$ cat src/rtl/usb_ep_ctl_pkg.sv
package usb_ep_ctl_pkg;

  // Set has priority over any clear source.
  function automatic logic f_set_clr(input logic q, input logic set, input logic clr);
    if (set) return 1'b1;
    if (clr) return 1'b0;
    return q;
  endfunction

  // Bank pointer advance, modulo the bank count; single-bank mode pins to 0.
  function automatic int unsigned f_next_bank(input int unsigned cur, input int unsigned nbank,
                                              input logic pp, input logic adv);
    if (!pp) return 0;
    if (adv) return (cur + 1) % nbank;
    return cur;
  endfunction

  // Toggle: forced DATA0 first, then flip on a good packet.
  function automatic logic f_next_toggle(input logic q, input logic force0, input logic flip);
    if (force0) return 1'b0;
    if (flip) return ~q;
    return q;
  endfunction

  // DMA block decision from pause state, pending kinds and transfer status.
  function automatic logic f_dma_block(input logic pause, input logic pend_hard,
                                       input logic pend_bank, input logic busy);
    return pause && (pend_hard || (pend_bank && !busy));
  endfunction

endpackage

$ cat src/rtl/ep_ctl_bit.sv
module ep_ctl_bit
  import usb_ep_ctl_pkg::*;
(
  input  logic clk,
  input  logic rst_n,
  input  logic set_i,
  input  logic clr_i,
  output logic q_o
);
  always_ff @(posedge clk) begin
    if (!rst_n) q_o <= 1'b0;
    else        q_o <= f_set_clr(q_o, set_i, clr_i);
  end
endmodule

$ cat src/rtl/ep_bank_toggle.sv
module ep_bank_toggle
  import usb_ep_ctl_pkg::*;
#(
  parameter int unsigned NBANK  = 2,
  localparam int unsigned BANK_W = (NBANK > 1) ? $clog2(NBANK) : 1
)(
  input  logic              clk,
  input  logic              rst_n,
  input  logic              pingpong_en,
  input  logic              bank_adv,
  input  logic              tog_force0,
  input  logic              tog_flip,
  output logic [BANK_W-1:0] bank_o,
  output logic              toggle_o
);
  always_ff @(posedge clk) begin
    if (!rst_n) begin
      bank_o   <= '0;
      toggle_o <= 1'b0;
    end else begin
      bank_o   <= BANK_W'(f_next_bank(int'(bank_o), NBANK, pingpong_en, bank_adv));
      toggle_o <= f_next_toggle(toggle_o, tog_force0, tog_flip);
    end
  end
endmodule

$ cat src/rtl/ep_dma_gate.sv
module ep_dma_gate
  import usb_ep_ctl_pkg::*;
(
  input  logic clk,
  input  logic rst_n,
  input  logic pause,
  input  logic ev_bank,
  input  logic ev_hard,
  input  logic ack,
  input  logic busy,
  input  logic want,
  output logic pend_bank_o,
  output logic pend_hard_o,
  output logic block_o,
  output logic req_o
);
  // Events win over an acknowledge in the same cycle.
  always_ff @(posedge clk) begin
    if (!rst_n) begin
      pend_bank_o <= 1'b0;
      pend_hard_o <= 1'b0;
    end else begin
      pend_bank_o <= f_set_clr(pend_bank_o, ev_bank, ack);
      pend_hard_o <= f_set_clr(pend_hard_o, ev_hard, ack);
    end
  end

  always_comb begin
    block_o = f_dma_block(pause, pend_hard_o, pend_bank_o, busy);
    req_o   = want && !block_o;
  end
endmodule

$ cat src/rtl/usb_ep_ctl_gate.sv
module usb_ep_ctl_gate
  import usb_ep_ctl_pkg::*;
#(
  parameter int unsigned NBANK  = 2,
  localparam int unsigned BANK_W = (NBANK > 1) ? $clog2(NBANK) : 1
)(
  input  logic              clk,
  input  logic              rst_n,
  input  logic              pingpong_en,
  input  logic              irq_en,
  input  logic              fifo_clr,
  input  logic              pause_set,
  input  logic              pause_clr,
  input  logic              stall_set,
  input  logic              stall_clr,
  input  logic              rstdt_set,
  input  logic              ev_bank_rx,
  input  logic              ev_nak,
  input  logic              ev_setup,
  input  logic              ev_pkt_ok,
  input  logic              irq_ack,
  input  logic              dma_want,
  input  logic              dma_busy,
  output logic              pause_en,
  output logic              stall_req,
  output logic [BANK_W-1:0] cur_bank,
  output logic              toggle,
  output logic              ep_irq,
  output logic              dma_req
);
  // Named internal events for the checker.
  logic w_stall_hw_clr;
  logic w_stall_clr_any;
  logic w_pend_bank;
  logic w_pend_hard;
  logic w_dma_block;

  assign w_stall_hw_clr  = ev_setup;
  assign w_stall_clr_any = stall_clr || w_stall_hw_clr;

  ep_ctl_bit u_pause (
    .clk(clk), .rst_n(rst_n), .set_i(pause_set), .clr_i(pause_clr), .q_o(pause_en)
  );

  ep_ctl_bit u_stall (
    .clk(clk), .rst_n(rst_n), .set_i(stall_set), .clr_i(w_stall_clr_any), .q_o(stall_req)
  );

  ep_bank_toggle #(.NBANK(NBANK)) u_bank_tog (
    .clk(clk), .rst_n(rst_n), .pingpong_en(pingpong_en), .bank_adv(fifo_clr),
    .tog_force0(rstdt_set), .tog_flip(ev_pkt_ok), .bank_o(cur_bank), .toggle_o(toggle)
  );

  ep_dma_gate u_gate (
    .clk(clk), .rst_n(rst_n), .pause(pause_en), .ev_bank(ev_bank_rx), .ev_hard(ev_nak),
    .ack(irq_ack), .busy(dma_busy), .want(dma_want),
    .pend_bank_o(w_pend_bank), .pend_hard_o(w_pend_hard),
    .block_o(w_dma_block), .req_o(dma_req)
  );

  assign ep_irq = (w_pend_bank || w_pend_hard) && irq_en;
endmodule

$ cat config.mk
export PLATFORM = sky130hd
export DESIGN_NAME = usb_ep_ctl_gate
export DESIGN_NICKNAME = d
export VERILOG_FILES = /design/src/rtl/usb_ep_ctl_pkg.sv /design/src/rtl/ep_ctl_bit.sv /design/src/rtl/ep_bank_toggle.sv /design/src/rtl/ep_dma_gate.sv /design/src/rtl/usb_ep_ctl_gate.sv
export SDC_FILE = /design/constraint.sdc
export NUM_CORES = 1
export LEC_CHECK = 0
export ABC_AREA = 1
export BUFFER_PORTS_ARGS = -buffer_cell sky130_fd_sc_hd__buf_2
export CORE_AREA = 10 10 47 49
export CTS_CLUSTER_DIAMETER = 60
export DETAILED_ROUTE_END_ITERATION = 7
export DIE_AREA = 0 0 57 59
export SYNTH_ARGS = -nofsm -noshare
export SYNTH_HDL_FRONTEND = slang
export SYNTH_SLANG_ARGS = --single-unit
$ cat constraint.sdc
create_clock -name clk -period 0.8 [get_ports clk]
set_input_delay 0.12 -clock clk [delete_from_list [all_inputs] [get_ports clk]]
set_output_delay 0.12 -clock clk [all_outputs]
set_load 0.02 [all_outputs]
==> results of run 1 <==
-- flip-flops by register name (all words and copies together) (netlist names) --
name,count
u_stall.q_o,1
u_gate.pend_bank_o,1
u_bank_tog.toggle_o,1
u_gate.pend_hard_o,1
u_pause.q_o,1
u_bank_tog.bank_o,1
-- through the flow --
step,setup WS (ns),instance area (sq um),total power [mW]
CTS,-0.2568,456.7,0.7709
floorplan,0.02863,255.2,0.4007
detailed placement,-0.02133,385.4,0.4671
global placement,0.004926,385.4,0.4634
finish,-0.2424,464.2,0.7599
global route,-0.3104,464.2,0.8186
-- metal layers --
layer | GRT usage [%] | vias to the layer above
met5 | 0 | -
met4 | 3.020 | 0
met3 | 3.648 | 0
met2 | 7.442 | 19
met1 | 4.940 | 134
li1 | - | 160
-- cells by family after synthesis --
family	share of synthesized area (%)
and+or+nand+nor	22.06
buffers and inverters	13.23
AOI/OAI and AO/OA	17.65
DFF	47.06
-- where the power goes --
| part | switching, mW | internal, mW | leakage, nW |
|---|---|---|---|
| sequential | 0.0138 | 0.322 | 0.0516 |
| clock | 0.0973 | 0.169 | 0.0138 |
| combinational | 0.0726 | 0.0852 | 0.193 |
-- final cells by class --
cell class | count | share of cell area (%)
tap | 16 | 4.313
clock buffer | 3 | 4.852
inverter | 9 | 7.278
timing repair buffer | 24 | 34.23
sequential | 6 | 27.49
multi-input combinational | 20 | 21.83
-- cell usage after synthesis --
cell,count
nor3_2,1
inv_1,8
a21oi_2,2
dfxtp_1,6
nor2_1,5
o21a_1,1
nand2_1,6
o21ai_0,1
a21oi_1,3
inv_2,1
nand3_1,1
-- layout by cell type, fill, tap and decap left out --
| cell type | instances |
|---|---|
| a21oi_1 | 3 |
| a21oi_2 | 2 |
| buf_2 | 16 |
| buf_4 | 3 |
| buf_6 | 5 |
| clkbuf_4 | 3 |
| dfxtp_2 | 6 |
| inv_1 | 8 |
| inv_2 | 1 |
| nand2_1 | 6 |
| nand3_1 | 1 |
| nor2_1 | 5 |
| nor3_2 | 1 |
| o21a_1 | 1 |
| o21ai_1 | 1 |
-- worst min path at each step --
stage,slack (ns),cells after the start,end,start
2_1_floorplan,0.19,1,u_bank_tog.toggle_o,rstdt_set
3_3_place_gp,0.29,2,u_bank_tog.toggle_o,rstdt_set
3_5_place_dp,0.29,2,u_bank_tog.toggle_o,rstdt_set
4_1_cts,0.03,2,u_bank_tog.toggle_o,rstdt_set
5_1_grt,0.02,2,u_bank_tog.toggle_o,rstdt_set
6_report,0.03,2,u_bank_tog.toggle_o,rstdt_set
-- timing repair --
item / in CTS / in global routing
pin swaps: 0 / 1
buffers inserted: 2 / 0
gates resized for setup: 14 / 4
setup endpoints to repair: 6 / 7
==> metrics.md, run 1 <==
| Metric | Value |
|---|---|
| Register bit total from synthesis | 6 |
| Status | complete, but fails checks |
| RSZ-0062 raised after global routing | yes |
| Crit path kind | flip-flop to output pin |
| CTS Buf Count | 3 |
| Highest Signal Layer | met3 |
| Starting Density | 18.21% |
| Clock Skews | 0 ns |
| Non-Filler Instances | 78 |
| Worst-Skew Late Latency | 0.24 ns |
| Buf/Inv on CP | 1 |
| Fmax | 0.9593 GHz |
| Initial antenna violation count | 0 |
| Critical path fanouts, max | 3 |
| Register area | 127.6 sq um |
| Clk buf depth | 2 |
| Wire length of the first global-routing pass | 1311 microns |
| M1 wire length | 332 microns |
| Setup WS post-layout | -0.2424 ns |
| Residual DRC count | 0 |
| Max-cap violations | 0 |
| Footprint of the multi-input gates | 101.3 sq um |
| Share of layout cells above drive strength 1 | 59.68% |
| PortBufs | 22 |
| Die width | 57 microns |
| CTS root buf | clkbuf_4 |
| Synth top area cells | dfxtp_1, inv_1, nand2_1 |
| Required @ worst endpoint | 0.68 ns |
| GPL Wtd Cong | 0.6682 |
| Crit Reg-Reg Endpoint | u_bank_tog.toggle_o |
| CP arrival | 0.92 ns |
| Setup TNS | -0.4605 ns |
| Detailed Route WL | 784 microns |
| DR WL/cell | 10.05 microns |
| Least-Margin Pin Slew | 0.1214 ns |
| Core box area | 1401 sq um |
| Worst VDD drop | 0.0005786 V |
| Hpwl dp | 654.5 microns |
| DRT iter0 DRCs | 4 |
| Syn_nets | 52 |
| Clock Pin Slew Worst Setup and Hold Paths | 0.04 ns |
| R2R cell count | 3 |
| Metal3 WL | 106 microns |
| Syn_area_per_cell | 7.293 sq um |
| Slew headroom | 91.88% |
| Top cell type's share of synthesized area | 47.06% |
| Tightest Hold Check Type | primary input to flip-flop |
| Final setup fails | 4 |
| Die ar. | 3363 sq um |
| Crit start category | flip-flop |
| # fillers | 164 |
| P per Cell Area | 1637 nW/um^2 |
| Clock period minus worst slack | 1.042 ns |
| Vias | 313 |
| Via density | 4.013 |
| Yosys top cell by area | dfxtp_1 |
| Period utilisation layout | 130.3% |
| Largest net degree at the start of global routing | 5 |
| Layout area overhead | 81.86% |
| DRT Pass-1 Iters | 4 |
| Crit-path cells | nand2_1 -> nand2_1 -> a21oi_2 -> buf_4 |
| CP delay by family, top | flip-flops |
| Slowest cell on crit path | dfxtp_2 |
| Worst Setup SP | u_gate.pend_bank_o |
| Rows | 14 |
| Hold buffer count at CTS | 0 |
| H-tree levels | 1 |
| CTS tree | built |
| GRT Total Usage | 4.996% |
| Worst Hold Slack | 0.03442 ns |
| I/O Pins | 23 |
| Crit path capture type | output pin |
| Mapped cell area | 255.2 sq um |
| Metal2 WL | 345 microns |
| FF-to-FF Start | u_bank_tog.toggle_o |
| Post-route ant nets | 0 |
| Synth unique cells | 11 |
| Endpoints failing hold | 0 |
| Die Height | 59 microns |
| Placed instance count | 73 |
| Failing checks | setup timing |
| Antenna diode count | 0 |
| CP max stage delay | 0.32 ns |
| Max-slew violation count | 0 |
| CP Depth | 4 |
| R2R Setup Slk | 0.06 ns |
| Nets@finish | 81 |
| Total grt overflow | 0 |
| Final cell utilization of the core | 33.13% |
| Number of clock sinks | 6 |
| Synthesis Warnings | 0 |
| CP endpoint | dma_req |
| Syn Inst Count | 35 |
| Crit path top cell by count | nand2_1 |
| Number of global-route vias before repair | 345 |
| Sequential area share after synthesis | 47.06% |
| P_leak | 0.2587 nW |
Note: power is estimated with default switching activity, not from simulation.
==> run 2: changes to the inputs <==
--- a/constraint.sdc
+++ b/constraint.sdc
@@ -3,2 +3,2 @@
 set_output_delay 0.12 -clock clk [all_outputs]
-set_load 0.02 [all_outputs]
+set_load 0.01 [all_outputs]
==> run 2 against run 1 <==
Against the previous run: the run still ends with setup timing left; first-iteration DRC count is 50% higher; sequential share of layout area increased by 0.22 points; cell area down 0.81%; sequential cell count is the same; setup slack better by 0.0089 ns; combinational power decreased by 13%; utilization shrank 0.27 points; largest power group unchanged.
==> metrics.md, run 2 (synthesis gave the netlist of run 1 again) <==
| Metric | Value |
|---|---|
| Status | complete, but fails checks (unchanged) |
| Failing checks | setup timing (unchanged) |
| Initial antenna violation count | 0 (unchanged) |
| Max-slew violation count | 0 (unchanged) |
| Number of global-route vias before repair | 304 (was 345) |
| Hold buffer count at CTS | 0 (unchanged) |
| Core box area | 1401 sq um (unchanged) |
| CTS Buf Count | 3 (unchanged) |
| Share of layout cells above drive strength 1 | 62.90% (was 59.68%) |
| Die width | 57 microns (unchanged) |
| PortBufs | 22 (unchanged) |
| Critical path fanouts, max | 3 (unchanged) |
| Layout area overhead | 80.39% (was 81.86%) |
| RSZ-0062 raised after global routing | yes (unchanged) |
| Fmax | 0.9676 GHz (was 0.9593 GHz) |
| Starting Density | 18.21% (unchanged) |
| CTS root buf | clkbuf_4 (unchanged) |
| Setup WS post-layout | -0.2335 ns (was -0.2424 ns) |
| Slew headroom | 91.74% (was 91.88%) |
| I/O Pins | 23 (unchanged) |
| Post-route ant nets | 0 (unchanged) |
| GPL Wtd Cong | 0.6717 (was 0.6682) |
| Least-Margin Pin Slew | 0.1239 ns (was 0.1214 ns) |
| Total grt overflow | 0 (unchanged) |
| Tightest Hold Check Type | primary input to flip-flop (unchanged) |
| Period utilisation layout | 129.2% (was 130.3%) |
| Worst-Skew Late Latency | 0.24 ns (about the same) |
| DRT Pass-1 Iters | 4 (unchanged) |
| Via density | 3.872 (was 4.013) |
| Antenna diode count | 0 (unchanged) |
| Endpoints failing hold | 0 (unchanged) |
| CP max stage delay | 0.32 ns (about the same) |
| Non-Filler Instances | 78 (unchanged) |
| GRT Total Usage | 4.950% (was 4.996%) |
| Max-cap violations | 0 (unchanged) |
| Crit path kind | flip-flop to output pin (unchanged) |
| Slowest cell on crit path | dfxtp_2 (unchanged) |
| Pwr Total | 0.7492 mW (was 0.7599 mW) |
| Crit-path cells | nand2_2 -> nand2_2 -> a21oi_2 -> buf_2 (was nand2_1 -> nand2_1 -> a21oi_2 -> buf_4) |
| P per Cell Area | 1627 nW/um^2 (was 1637 nW/um^2) |
| Largest net degree at the start of global routing | 5 (unchanged) |
| Crit path capture type | output pin (unchanged) |
| Clk buf depth | 2 (unchanged) |
| Final setup fails | 3 (was 4) |
| Number of clock sinks | 6 (unchanged) |
| Vias | 302 (was 313) |
| Clock Skews | 0 ns (unchanged) |
| Die ar. | 3363 sq um (unchanged) |
| H-tree levels | 1 (unchanged) |
| Residual DRC count | 0 (unchanged) |
| Crit path top cell by count | nand2_2 (was nand2_1) |
| Clock period minus worst slack | 1.033 ns (was 1.042 ns) |
| Rows | 14 (unchanged) |
| Detailed Route WL | 782 microns (was 784 microns) |
| Wire length of the first global-routing pass | 1290 microns (was 1311 microns) |
| Clock Pin Slew Worst Setup and Hold Paths | 0.04 ns (about the same) |
| Required @ worst endpoint | 0.68 ns (about the same) |
| Most frequent cells in the layout | buf_2, inv_1, dfxtp_2 (was buf_2, inv_1, nand2_1, dfxtp_2) |
| DR WL/cell | 10.03 microns (was 10.05 microns) |
| Worst VDD drop | 0.0008401 V (was 0.0005786 V) |
| P_leak | 0.2571 nW (was 0.2587 nW) |
| Placed instance count | 73 (unchanged) |
| CP arrival | 0.91 ns (was 0.92 ns) |
| Crit start category | flip-flop (unchanged) |
| Nets@finish | 81 (unchanged) |
| Die Height | 59 microns (unchanged) |
| Most common cell after layout, fill and taps aside | buf_2 (unchanged) |
| DRT iter0 DRCs | 6 (was 4) |
| CTS tree | built (unchanged) |
[run 2: per-stage QoR]
step	utilization, %	setup slack (ns)	cell area, sq um	hold WS, ns	TNS [ns]
floorplan	-	0.1162	255.2	0.1891	0
global placement	27.50	0.03797	385.4	0.2855	0
detailed placement	27.50	0.02388	385.4	0.2909	0
CTS	32.50	-0.2372	455.4	0.01787	-0.4827
global route	32.86	-0.3143	460.4	0.01286	-0.6819
finish	32.86	-0.2335	460.4	0.03006	-0.4346
[run 2: layer usage]
metal  global-route usage, %  part of all wire, %  up-vias
li1                        -                    -      159
met1                   4.332                   37      124
met2                   6.977                   41       19
met3                   7.082                   22        0
met4                       0                    0        0
met5                       0                    0        -
[run 2: cell type report]
type	count	area, sq um
clock buffer	3	22.52
timing repair buffer	24	150.1
tap	16	20.02
fill	160	940.9
inverter	9	33.78
sequential	6	127.6
multi-input combinational	20	106.4
[run 2: path summary, 6_finish.rpt]
path,startpoint,to,slack [ns],cells after the start
worst max-delay path,u_gate.pend_bank_o,dma_req,-0.23,4
worst min register to register,u_stall.q_o,u_stall.q_o,0.49,2
worst max register to register,u_bank_tog.toggle_o,u_bank_tog.toggle_o,0.07,3
worst min-delay path,rstdt_set,u_bank_tog.toggle_o,0.03,2
[run 2: critical path, delay by kind of cell (launching register included)]
kind	cells	cell delay [ns]
DFF	1	0.32
buffers and inverters	1	0.13
AOI/OAI and AO/OA	1	0.11
and+or+nand+nor	2	0.10
[run 2: timing repair]
| item | in CTS | in global routing |
|---|---|---|
| pin swaps | 0 | 4 |
| gates resized for setup | 10 | 3 |
| setup buffers | 2 | 0 |
| setup endpoints to repair | 6 | 7 |
[run 2: report_power, final]
part / switching (mW) / total, mW / internal (mW)
combinational: 0.0581 / 0.137 / 0.0794
sequential: 0.0143 / 0.336 / 0.322
clock: 0.106 / 0.275 / 0.169
